--- src/rtl/aux_native_requester.sv ---
module aux_native_requester #(
  parameter int CLK_HZ    = 50_000_000,
  parameter int DEFER_US  = 400,
  parameter int MAX_TRIES = 4,
  parameter int MAX_BYTES = 16
)(
  input  logic                   clk,
  input  logic                   rst_n,
  input  logic                   start,
  input  logic                   rd,
  input  logic [15:0]            addr,
  input  logic [4:0]             len,
  input  logic [8*MAX_BYTES-1:0] wdata,
  output logic                   busy,
  output logic                   done,
  output logic [2:0]             result,
  output logic [4:0]             count,
  output logic [8*MAX_BYTES-1:0] rdata,
  output logic [7:0]             tx_data,
  output logic                   tx_valid,
  output logic                   tx_last,
  input  logic                   tx_ready,
  input  logic [7:0]             rx_data,
  input  logic                   rx_valid,
  input  logic                   rsp_valid,
  input  logic [1:0]             rsp_status,
  input  logic [1:0]             rsp_code
);
  localparam int BW        = $clog2(MAX_BYTES);
  localparam int IW        = $clog2(MAX_BYTES + 5);
  localparam int TW        = $clog2(MAX_TRIES);
  localparam int DEFER_CYC = (CLK_HZ / 1_000_000) * DEFER_US;
  localparam int WW        = $clog2(DEFER_CYC + 1);

  localparam logic [2:0] RES_OK = 3'd0, RES_TMO = 3'd1, RES_BSY = 3'd2,
                         RES_NAK = 3'd3, RES_IOE = 3'd4, RES_LEN = 3'd5;

  typedef enum logic [1:0] {S_IDLE, S_SEND, S_WAIT, S_DEFER} st_t;
  typedef enum logic [1:0] {A_NONE, A_DONE, A_RETRY, A_DEFER} act_t;

  st_t            st;
  logic [15:0]    addr_q;
  logic           rd_q;
  logic [4:0]     len_q;
  logic [7:0]     wbuf [MAX_BYTES];
  logic [7:0]     rbuf [MAX_BYTES];
  logic [IW-1:0]  idx;
  logic [4:0]     rxcnt;
  logic [TW-1:0]  tries;
  logic [WW-1:0]  wcnt;
  act_t           act;
  logic [2:0]     code;

  wire            len_bad  = (len == 5'd0) || (len > 5'(MAX_BYTES));
  wire [IW-1:0]   msg_len  = rd_q ? IW'(4) : IW'(len_q) + IW'(4);
  wire [BW-1:0]   pidx     = BW'(idx - IW'(4));
  wire            last_try = (tries == TW'(MAX_TRIES - 1));
  wire            rx_take  = (st == S_WAIT) && rx_valid;
  wire [4:0]      rxcnt_nx = rxcnt + ((rx_take && rxcnt != 5'h1f) ? 5'd1 : 5'd0);
  wire [4:0]      rd_cnt   = (rxcnt_nx < len_q) ? rxcnt_nx : len_q;

  assign busy     = (st != S_IDLE);
  assign tx_valid = (st == S_SEND);
  assign tx_last  = tx_valid && (idx == msg_len - IW'(1));

  for (genvar g = 0; g < MAX_BYTES; g++) begin : g_rd
    assign rdata[8*g +: 8] = rbuf[g];
  end

  always_comb begin
    case (idx)
      IW'(0):  tx_data = addr_q[7:0];
      IW'(1):  tx_data = addr_q[15:8];
      IW'(2):  tx_data = {(rd_q ? 4'h9 : 4'h8), 4'h0};
      IW'(3):  tx_data = {msg_len[3:0], len_q[3:0] - 4'd1};
      default: tx_data = wbuf[pidx];
    endcase
  end

  always_comb begin
    act  = A_NONE;
    code = RES_OK;
    if (st == S_WAIT && rsp_valid) begin
      act = A_DONE;
      case (rsp_status)
        2'd0: case (rsp_code)
                2'd0: code = RES_OK;
                2'd1: code = RES_NAK;
                2'd2: if (last_try) code = RES_IOE; else act = A_DEFER;
                default: code = RES_IOE;
              endcase
        2'd1: code = RES_TMO;
        2'd2: if (last_try) code = RES_BSY; else act = A_RETRY;
        default: code = RES_IOE;
      endcase
    end
  end

  always_ff @(posedge clk) begin
    if (!rst_n) begin
      st     <= S_IDLE;
      done   <= 1'b0;
      result <= RES_OK;
      count  <= '0;
      addr_q <= '0;
      rd_q   <= 1'b0;
      len_q  <= '0;
      idx    <= '0;
      rxcnt  <= '0;
      tries  <= '0;
      wcnt   <= '0;
      for (int i = 0; i < MAX_BYTES; i++) begin
        wbuf[i] <= '0;
        rbuf[i] <= '0;
      end
    end else begin
      done <= 1'b0;
      case (st)
        S_IDLE: if (start) begin
          if (len_bad) begin
            done   <= 1'b1;
            result <= RES_LEN;
            count  <= '0;
          end else begin
            st     <= S_SEND;
            addr_q <= addr;
            rd_q   <= rd;
            len_q  <= len;
            idx    <= '0;
            tries  <= '0;
            for (int i = 0; i < MAX_BYTES; i++) begin
              wbuf[i] <= wdata[8*i +: 8];
              rbuf[i] <= '0;
            end
          end
        end
        S_SEND: if (tx_ready) begin
          if (tx_last) begin
            st    <= S_WAIT;
            rxcnt <= '0;
          end else begin
            idx <= idx + IW'(1);
          end
        end
        S_WAIT: begin
          if (rx_take && rxcnt < len_q) rbuf[rxcnt[BW-1:0]] <= rx_data;
          rxcnt <= rxcnt_nx;
          case (act)
            A_DONE: begin
              st     <= S_IDLE;
              done   <= 1'b1;
              result <= code;
              count  <= (code != RES_OK) ? 5'd0 : (rd_q ? rd_cnt : len_q);
            end
            A_RETRY: begin
              st    <= S_SEND;
              idx   <= '0;
              tries <= tries + TW'(1);
            end
            A_DEFER: begin
              st    <= S_DEFER;
              wcnt  <= '0;
              tries <= tries + TW'(1);
            end
            default: ;
          endcase
        end
        S_DEFER: begin
          if (wcnt == WW'(DEFER_CYC - 1)) begin
            st  <= S_SEND;
            idx <= '0;
          end else begin
            wcnt <= wcnt + WW'(1);
          end
        end
        default: st <= S_IDLE;
      endcase
    end
  end

  AST_FIRST_BYTE: assert property (@(posedge clk) disable iff (!rst_n)
    $rose(tx_valid) |-> tx_data == addr_q[7:0]);
  AST_BAD_LEN_SILENT: assert property (@(posedge clk) disable iff (!rst_n)
    (!busy && start && len_bad) |=> (done && result == RES_LEN && !tx_valid));
  AST_DEFER_LAST: assert property (@(posedge clk) disable iff (!rst_n)
    (st == S_WAIT && rsp_valid && rsp_status == 2'd0 && rsp_code == 2'd2 && last_try)
    |=> (done && result == RES_IOE));
  AST_BUSY_RESEND: assert property (@(posedge clk) disable iff (!rst_n)
    (st == S_WAIT && rsp_valid && rsp_status == 2'd2 && !last_try)
    |=> (tx_valid && tx_data == addr_q[7:0]));
  AST_DONE_PULSE: assert property (@(posedge clk) disable iff (!rst_n)
    done |=> !done);
  AST_COUNT_BOUND: assert property (@(posedge clk) disable iff (!rst_n)
    (done && result == RES_OK) |-> (count <= len_q));
  AST_TX_HOLD: assert property (@(posedge clk) disable iff (!rst_n)
    (tx_valid && !tx_ready) |=> (tx_valid && $stable(tx_data) && $stable(tx_last)));
endmodule

--- config.mk ---
export PLATFORM = sky130hd
export DESIGN_NAME = aux_native_requester
export DESIGN_NICKNAME = d
export VERILOG_FILES = /design/src/rtl/aux_native_requester.sv
export SDC_FILE = /design/constraint.sdc
export NUM_CORES = 1
export LEC_CHECK = 0
export BUFFER_PORTS_ARGS = -buffer_cell sky130_fd_sc_hd__buf_4
export CAP_MARGIN = 20
export CELL_PAD_IN_SITES_DETAIL_PLACEMENT = 0
export CELL_PAD_IN_SITES_GLOBAL_PLACEMENT = 1
export CORE_MARGIN = 2
export CORE_UTILIZATION = 47
export DETAILED_ROUTE_END_ITERATION = 10
export PLACE_DENSITY = 0.83
export SYNTH_ARGS = -nofsm -noshare
export SYNTH_HDL_FRONTEND = slang
export SYNTH_SLANG_ARGS = --single-unit
--- constraint.sdc ---
create_clock -name clk -period 13 [get_ports clk]
set_clock_uncertainty 0.1 [all_clocks]
set_input_delay 1.3 -clock clk [delete_from_list [all_inputs] [get_ports clk]]
set_output_delay 1.3 -clock clk [all_outputs]
set_load 0.03 [all_outputs]
After elaboration in Yosys (flattened, before gate mapping)
Memories as Yosys holds them, arrays and structs flattened.
Cells that the tools add are included.
{"block": "word_totals", "regBits": 60, "mem_bits_rw": 256, "wordCells": 210, "in_bits": 168, "n_memories": 2, "output_inout_bits": 148}
{"name": "rbuf", "words": 16, "width": 8, "read_ports": 16, "rd_ports_with_merged_regs": 0, "write_ports": 16, "line": "46", "source": "logic [7:0] rbuf [MAX_BYTES];"}
{"name": "wbuf", "words": 16, "width": 8, "read_ports": 1, "rd_ports_with_merged_regs": 0, "write_ports": 16, "line": "45", "source": "logic [7:0] wbuf [MAX_BYTES];"}
{"block": "classes", "n_addsub": 8, "bitwise": 33, "eq_ne": 30, "n_reduce_logical": 25, "magnitude_cmp": 3, "muxes": 98}
{"operator": "$mux 8", "count": 33}
{"operator": "$mux 5", "count": 15}
{"operator": "$or 1x1->1", "count": 32}
{"operator": "$pmux 8 s4", "count": 1}
{"operator": "$mux 15", "count": 2}
{"operator": "$pmux 15 s2", "count": 1}
{"operator": "$mux 2", "count": 13}
{"operator": "$pmux 5 s2", "count": 2}
{"operator": "$pmux 5 s4", "count": 1}
{"operator": "$pmux 3 s3", "count": 2}
{"operator": "$mux 1", "count": 16}
{"operator": "$add 15x1->15 const B", "count": 1}
{"operator": "$eq 15x15->1 const B", "count": 1}
{"operator": "$mux 3", "count": 5}
{"operator": "$eq 2x2->1 const B", "count": 7}
{"operator": "$ne 2x2->1 const B", "count": 7}
{"operator": "$reduce_and 6->1", "count": 2}
{"operator": "$eq 5x2->1 const B", "count": 2}
{"operator": "$logic_not 5->1", "count": 2}
{"operator": "$lt 5x5->1", "count": 2}
{"operator": "$ne 2x1->1 const B", "count": 5}
{"operator": "$reduce_and 3->1", "count": 3}
{"operator": "$eq 2x1->1 const B", "count": 4}
{"operator": "$pmux 2 s2", "count": 2}
{"operator": "other kinds (26)", "count": 36}

Depth between registers and ports, before layout
Gate-level depths: netlist of the first run.
{"block": "depth", "ltp_word": 11, "ltp_mapped": 14, "depth_no_buf": 13}

Worst setup path after synthesis of the first run
Ideal clock, no wire load.
{"block": "synth_path", "path_type": "input to register", "startpoint": "input len[0]", "endpoint": "memory wbuf[0][0] (enable)", "setup_slack_ns": 7.315, "n_path_buf": 1, "setup_time_ns": 0.480, "t_required_ns": 12.420, "arrival_time_ns": 5.105, "cell_stages": 6, "path_cell_list": "nor4_1 xnor2_1 nand3_1 and2_0 clkbuf_1 inv_1"}
{"item": "from (decl)", "line": "12", "source": "input logic [4:0] len,"}
{"item": "to (decl)", "line": "45"}

==> qor.yml, run 1 <==
worst_setup_path:
  critPathLaunchType: "primary input"
  crit_top_cell: "buf_4"
  r2r-end: "wbuf[15][5]$_SDFFCE_PN0P_"
  regToRegStartpoint: "st[0]$_SDFFE_PN0P_"
  required_ns: 13.08
  crit_slowest_cell: "nor4_1"
  path_cells: "buf_4 -> nor4_1 -> xnor2_1 -> nand3_1 -> and2_0 -> buf_4 -> inv_4 -> buf_4"
  worst_r2r_path_depth: 7
  crit_type: "in -> reg"
  crit_buf_inv: 4
  path_max_fanout: 68
  arrival_ns: 5.39
  critPathMaxStageDelay_ns: 0.88
  path_delay_family: "simple AND/OR/NAND/NOR gates"
  end_kind: "register"
  r2r_slack_ns: 8.99
finish:
  nFillCells: 2464
  multiInputGateArea_mm2: 0.00514
  seq_area_mm2: 0.00889
  area_growth_pct: 25.6
  layout.nets: 1580
  insertedDiodeCount: 0
  layout-drive-gt1-share_pct: 31.7
worst_hold_path:
  hold_class: "reg -> reg"
  min_to: "addr_q[11]$_SDFFE_PN0P_"
  whs_path_depth: 2
  min-delay-start: "addr_q[11]$_SDFFE_PN0P_"
global_route:
  grtUsageMet2_pct: 37.5
  grtUsageMet3_pct: 3.87
  grt_first_pass_wirelength_um: 54800
  antenna_found_initial: 0
  grt_usage_pct: 21.6
  grt_max_degree: 119
  grt.busiest_layer: "met2"
  grt_pass1_vias: 9694
  grt-ovfl-total: 0
  gr-usage-met1_pct: 27.7
synthesis:
  synth_edf_count: 256
  yosys-top-cells-count: "256 x edfxtp_1, 147 x and2_1, 84 x and3_1, 72 x nand2_1, 60 x dfxtp_1"
  synthMuxAreaShare_pct: 7.19
  synth_flop_cell: "edfxtp_1"
  synth_top_family_by_area: "simple AND/OR/NAND/NOR gates"
  synth_area_mm2: 0.0145
  syn_inst: 1097
  synth_compound_area_share_pct: 6.40
  synth.distinct_cells: 57
  async_flop_share_pct: 0
  synth_most_common_cell: "edfxtp_1"
  synthXorXnorAreaFrac_pct: 1.63
  yosysWarnings: 0
  yosys-top-cells-area: "edfxtp_1 53%, dfxtp_1 8.3%, and2_1 6.3%"
  yosysTopAreaCellShare_pct: 53.1
  synth_fa_ha_area_share_pct: 2.42
  syn_nets: 1293
  ys_seq_area_share_pct: 61.3
  ys_seq_elements: 316
  avgSynthCellArea_um2: 13.2
  synth-simple-area-share_pct: 17.8
  synth_top_area_cell: "edfxtp_1"
power:
  ir_drop_mv: 0.0894
  seq_power_share_pct: 46.4
  pwr-share-comb_pct: 18.8
  p_total_mw: 2.71
  swShare_pct: 26.8
  pwr-share-clk_pct: 34.8
  cellInternalPower_mw: 1.98
  power_density_mw_per_mm2: 149
  switchingPower_uw: 725
  p_leak_nw: 7.42
clocking:
  htree_levels: 1
  tritoncts: "built"
  cts_sinks: 316
  cts_resized: 0
  hold_buffers: 0
  cts-root-buf: "clkbuf_16"
  cts_setup_buffers: 0
  clkSlewWorstSetupHoldPaths_ns: 0.06
  cts_buffers: 31
  clock_latency_ns: 0.55
  clock_path_buffers: 3
timing:
  timing.fmax_mhz: 188
  finalSetupViolCount: 0
  finalCriticalPeriod_ns: 5.31
  setup_ws_ns: 7.69
  rsz0062_at_grt: "false"
  slew_violations: 0
  fin_hold_ws_ns: 0.367
  slew_headroom_pct: 27.8
  finalSetupTns_ns: 0
  layout_worst_path_cycle_share_pct: 40.9
  finalHoldViolCount: 0
  tightestPinTransition_ns: 1.07
place:
  routabilityCongestion: 0.785
  dpl.hpwl_um: 25200
  port_buffers: 315
  place_ws_ns: 7.09
detailed_routing:
  drt_first_pass_iters: 5
  drtIter0Drc: 795
  wl_per_cell_um: 19.4
  drc: 0
  ant_nets: 0
  num_vias: 9642
  via_per_inst: 5.35
  drt-total-wl_um: 35000
floorplanning:
  initial_core_util_pct: 47.5
  core_mm2: 0.0305
  dieArea_mm2: 0.0323
  ios: 316
  die_w_um: 180
  std_cell_rows: 64
  die_h_um: 180
status:
  outcome: "finished, final reports clean"
flow_run:
  cap_violations: 0
==> through the flow <==
step	util, %	cell area [um^2]	std cells
6_report	59.7	18200	1802
5_1_grt	59.7	18200	1802
4_1_cts	59.6	18200	1799
3_5_place_dp	56.1	17100	1744
3_3_place_gp	56.1	17100	1744
2_1_floorplan	-	14500	1097
==> power by group through the flow <==
stage,clock (mW),sequential [mW],combinational (mW)
2_1_floorplan,0,1.35,0.247
3_3_place_gp,0,1.28,0.510
3_5_place_dp,0,1.28,0.513
4_1_cts,0.956,1.26,0.516
5_1_grt,1.01,1.27,0.545
6_report,0.942,1.26,0.511
==> how the worst max path moves through the flow <==
stage,start,end,slack (ns),cells past startpoint
floorplan,len[0],wbuf[0][0]$_SDFFCE_PN0P_,7.32,6
global placement,len[0],wbuf[12][4]$_SDFFCE_PN0P_,7.11,8
detailed placement,len[0],wbuf[14][4]$_SDFFCE_PN0P_,7.09,8
CTS,len[0],wbuf[10][5]$_SDFFCE_PN0P_,7.65,8
global route,len[0],wbuf[8][5]$_SDFFCE_PN0P_,7.38,8
finish,len[0],wbuf[15][5]$_SDFFCE_PN0P_,7.69,8
==> kinds of logic after synthesis <==
logic type	Yosys count
xor+xnor	27
compound gates	119
buf+inv	113
simple gates	440
flops	316
mux	54
fa+ha+maj	28
==> worst reg2reg max path: cells and delay by family, from the launching register on <==
kind / cells / cell delay (ns)
buffers and inverters: 4 / 1.69
and+or+nand+nor: 2 / 1.17
adders and majority gates: 1 / 0.32
DFF: 1 / 0.33
==> area by class of cell <==
| type | count | area share, % |
|---|---|---|
| repair buffers | 325 | 13.4 |
| inverters | 42 | 0.880 |
| clock buffers | 35 | 4.34 |
| well taps | 396 | 2.72 |
| clock inverters | 20 | 1.54 |
| multi-input cells | 668 | 28.2 |
| flip-flops and latches | 316 | 48.9 |
==> metal layers <==
layer  routed length [um]  share of wire [%]
met2                17400                 50
met1                14200                 41
met5                    0                  0
met3                 2480                7.1
met4                  908                2.6
==> sequential cells by signal, summed over array words and instances (netlist names) <==
signal / cells
rbuf: 128
tries: 2
idx: 5
count: 5
len_q: 5
result: 3
st: 2
wbuf: 128
wcnt: 15
done: 1
rd_q: 1
addr_q: 16
rxcnt: 5
==> cell usage in the layout, fill, tap and decap left out, types with 5 or more instances in the layout <==
| cell | netlist | final |
|---|---|---|
| a211oi_1 | 9 | 9 |
| a21boi_0 | 31 | 31 |
| a21o_1 | 7 | 7 |
| a21oi_1 | 10 | 10 |
| a222oi_1 | 7 | 7 |
| and2_1 | 147 | 147 |
| and3_1 | 84 | 83 |
| buf_4 | 1 | 322 |
| bufinv_16 | 0 | 7 |
| clkbuf_16 | 0 | 31 |
| clkinv_2 | 0 | 6 |
| dfxtp_1 | 60 | 58 |
| edfxtp_1 | 256 | 256 |
| ha_1 | 28 | 28 |
| inv_1 | 42 | 41 |
| mux2i_1 | 13 | 13 |
| mux4_2 | 40 | 40 |
| nand2_1 | 72 | 72 |
| nand2b_1 | 20 | 20 |
| nand3_1 | 19 | 19 |
| nor2_1 | 23 | 23 |
| nor2b_1 | 10 | 10 |
| nor3_1 | 17 | 17 |
| nor3_2 | 22 | 22 |
| o21ai_0 | 15 | 15 |
| o22ai_1 | 11 | 11 |
| o2bb2ai_1 | 6 | 6 |
| or3_1 | 5 | 5 |
| xnor2_1 | 15 | 15 |
| xor2_1 | 12 | 12 |
(Power assumes the default switching activity.)
==> inputs of run 2 (changes only) <==
--- a/config.mk
+++ b/config.mk
@@ -10,9 +10,9 @@
 export CELL_PAD_IN_SITES_DETAIL_PLACEMENT = 0
 export CELL_PAD_IN_SITES_GLOBAL_PLACEMENT = 1
 export CORE_MARGIN = 2
-export CORE_UTILIZATION = 47
+export CORE_UTILIZATION = 44
 export DETAILED_ROUTE_END_ITERATION = 10
-export PLACE_DENSITY = 0.83
+export PLACE_DENSITY = 0.78
 export SYNTH_ARGS = -nofsm -noshare
 export SYNTH_HDL_FRONTEND = slang
 export SYNTH_SLANG_ARGS = --single-unit
==> constraint.sdc (replaced) <==
create_clock -name clk -period 5.56 [get_ports clk]
set_clock_uncertainty 0.1 [all_clocks]
set_input_delay 0.556 -clock clk [delete_from_list [all_inputs] [get_ports clk]]
set_output_delay 0.556 -clock clk [all_outputs]
set_load 0.03 [all_outputs]
==> run 2 against run 1 <==
  * Register-to-register slack worse by 7.3 ns
  * Non-clock buffer count increased by 1
  * Hold slack got worse by 0.16 ns
  * Die area up 6.7%
  * Utilization is 3.2 points lower
  * Final area grew 0.62%
  * Worst setup slack got worse by 6.1 ns
  * First-iteration DRC count shrank 7.9%
  * Combinational power rose by 130%
  * Highest routed layer is now met5
==> qor.yml, run 2 (synthesized netlist as in run 1, its figures left out) <==
worst_setup_path:
  required_ns: 4.90  # -8.18 ns
  r2r-end: "rbuf[2][5]$_SDFFCE_PN0P_"
  critPathLaunchType: "register"
  end_kind: "primary output"
  path_max_fanout: 25  # -63%
  crit_type: "reg -> out"
  regToRegStartpoint: "len_q[1]$_SDFFE_PN0P_"
  r2r_slack_ns: 1.69  # -7.30 ns
  arrival_ns: 3.32  # -2.07 ns
  worst_r2r_path_depth: 7  # unchanged
floorplanning:
  std_cell_rows: 66  # +3.1%
  ios: 316  # unchanged
  dieArea_mm2: 0.0344  # +6.7%
  initial_core_util_pct: 44.6  # -2.8 points
  core_mm2: 0.0325  # +6.4%
  die_h_um: 185  # +3.3%
  die_w_um: 185  # +3.3%
clocking:
  cts-root-buf: "clkbuf_16"
  hold_buffers: 0  # unchanged
  clock_latency_ns: 0.51  # -0.04 ns
  cts_setup_buffers: 0  # unchanged
  tritoncts: "built"
  cts_resized: 0  # unchanged
  clock_path_buffers: 3  # unchanged
  htree_levels: 2  # +1
  clkSlewWorstSetupHoldPaths_ns: 0.06  # about the same
  cts_sinks: 316  # unchanged
  cts_buffers: 35  # +13%
worst_hold_path:
  min-delay-start: "addr[2]"
  min_to: "addr_q[2]$_SDFFE_PN0P_"
  whs_path_depth: 3  # +1
  hold_class: "in -> reg"
global_route:
  grtUsageMet2_pct: 37.0  # -0.50 points
  grt.busiest_layer: "met2"
  grt_first_pass_wirelength_um: 56100  # +2.3%
  gr-usage-met1_pct: 27.6  # -0.18 points
  grtUsageMet3_pct: 4.68  # +0.81 points
  grt-ovfl-total: 0  # unchanged
  grt_max_degree: 102  # -14%
  antenna_found_initial: 3  # +3
  grt_usage_pct: 21.7  # +0.060 points
  grt_pass1_vias: 9732  # +0.39%
timing:
  finalCriticalPeriod_ns: 3.97
  finalSetupTns_ns: 0  # unchanged
  slew_headroom_pct: 28.7  # +0.89 points
  timing.fmax_mhz: 252
  tightestPinTransition_ns: 1.06  # -0.0132 ns
  rsz0062_at_grt: "false"
  finalSetupViolCount: 0  # unchanged
  layout_worst_path_cycle_share_pct: 71.5
  finalHoldViolCount: 0  # unchanged
  slew_violations: 0  # unchanged
detailed_routing:
  wl_per_cell_um: 20.1  # +3.6%
  drt-total-wl_um: 37400  # +6.8%
  drtIter0Drc: 732  # -7.9%
  num_vias: 9715  # +0.76%
  drc: 0  # unchanged
  drt_first_pass_iters: 5  # unchanged
  via_per_inst: 5.23  # -2.3%
  ant_nets: 0  # unchanged
finish:
  nFillCells: 2726  # +11%
  seq_area_mm2: 0.00889  # unchanged
  layout-drive-gt1-share_pct: 31.7  # about the same
  layout.nets: 1585  # +0.32%
  multiInputGateArea_mm2: 0.00514  # unchanged
  final_common_cell: "buf_4"
  reg_top3: "rbuf x128, wbuf x128, addr_q x16"
  final_cell_mix: "324 x buf_4, 256 x edfxtp_1, 147 x and2_1, 83 x and3_1, 72 x nand2_1"
  area_growth_pct: 26.4
  final_core_util_pct: 56.4  # -3.2 points
place:
  dpl.hpwl_um: 27300  # +8.3%
  port_buffers: 315  # unchanged
  routabilityCongestion: 0.808  # +2.9%
power:
  ir_drop_mv: 0.234  # +160%
  p_leak_nw: 7.42  # about the same
  p_total_mw: 6.39  # +140%
  power_density_mw_per_mm2: 349  # +130%
status:
  outcome: "finished, final reports clean"
flow_run:
  cap_violations: 0  # unchanged
run 2: through the flow:
| stage | cells | instance area [um^2] | hold WS, ns | setup WS (ns) |
|---|---|---|---|---|
| finish | 1858 | 18300 | 0.207 | 1.59 |
| global route | 1857 | 18300 | 0.191 | 1.38 |
| CTS | 1856 | 18300 | 0.185 | 1.48 |
| detailed placement | 1793 | 17200 | 0.362 | 1.45 |
| global placement | 1793 | 17200 | 0.356 | 1.58 |
| floorplan | 1097 | 14500 | 0.343 | 0.619 |
run 2: layout make-up:
type / count / area share, %
sequential: 316 / 48.6
tap: 442 / 3.02
timing repair buffer: 326 / 13.4
inverter: 42 / 0.875
clock inverter: 14 / 0.772
antenna: 1 / 0.0137
clock buffer: 49 / 5.30
multi-input combinational: 668 / 28.1
run 2: critical path, stage by stage (launching register included):
cell and delay (ns):
dfxtp_2 0.90, buf_4 0.41, mux4_2 0.58, mux4_2 0.49, inv_1 0.07, o22ai_1 0.11
buf_4 0.23
run 2: worst max-delay path by stage:
| stage | to | slack (ns) | cells past startpoint | from |
|---|---|---|---|---|
| 2_1_floorplan | wbuf[0][0]$_SDFFCE_PN0P_ | 0.62 | 6 | len[0] |
| 3_3_place_gp | rbuf[3][7]$_SDFFCE_PN0P_ | 1.58 | 4 | rst_n |
| 3_5_place_dp | rbuf[2][5]$_SDFFCE_PN0P_ | 1.45 | 4 | rst_n |
| 4_1_cts | tx_data[1] | 1.48 | 6 | idx[0]$_SDFFE_PN0P_ |
| 5_1_grt | tx_data[2] | 1.38 | 6 | idx[0]$_SDFFE_PN0P_ |
| 6_report | tx_data[1] | 1.59 | 6 | idx[0]$_SDFFE_PN0P_ |
run 2: report_power, final:
group | leakage (nW) | internal, mW | switching, mW
Sequential | 3.20 | 2.83 | 0.112
Combinational | 3.69 | 0.469 | 0.731
Clock | 0.535 | 1.32 | 0.919
Total | 7.42 | 4.62 | 1.76
run 2: routing by layer:
| layer | routed length [um] | vias up | share of wire [%] |
|---|---|---|---|
| met5 | 27 | - | 0.072 |
| met4 | 981 | 4 | 2.6 |
| met3 | 2910 | 57 | 7.8 |
| met2 | 18100 | 364 | 48 |
| met1 | 15300 | 4686 | 41 |
| li1 | - | 4604 | - |
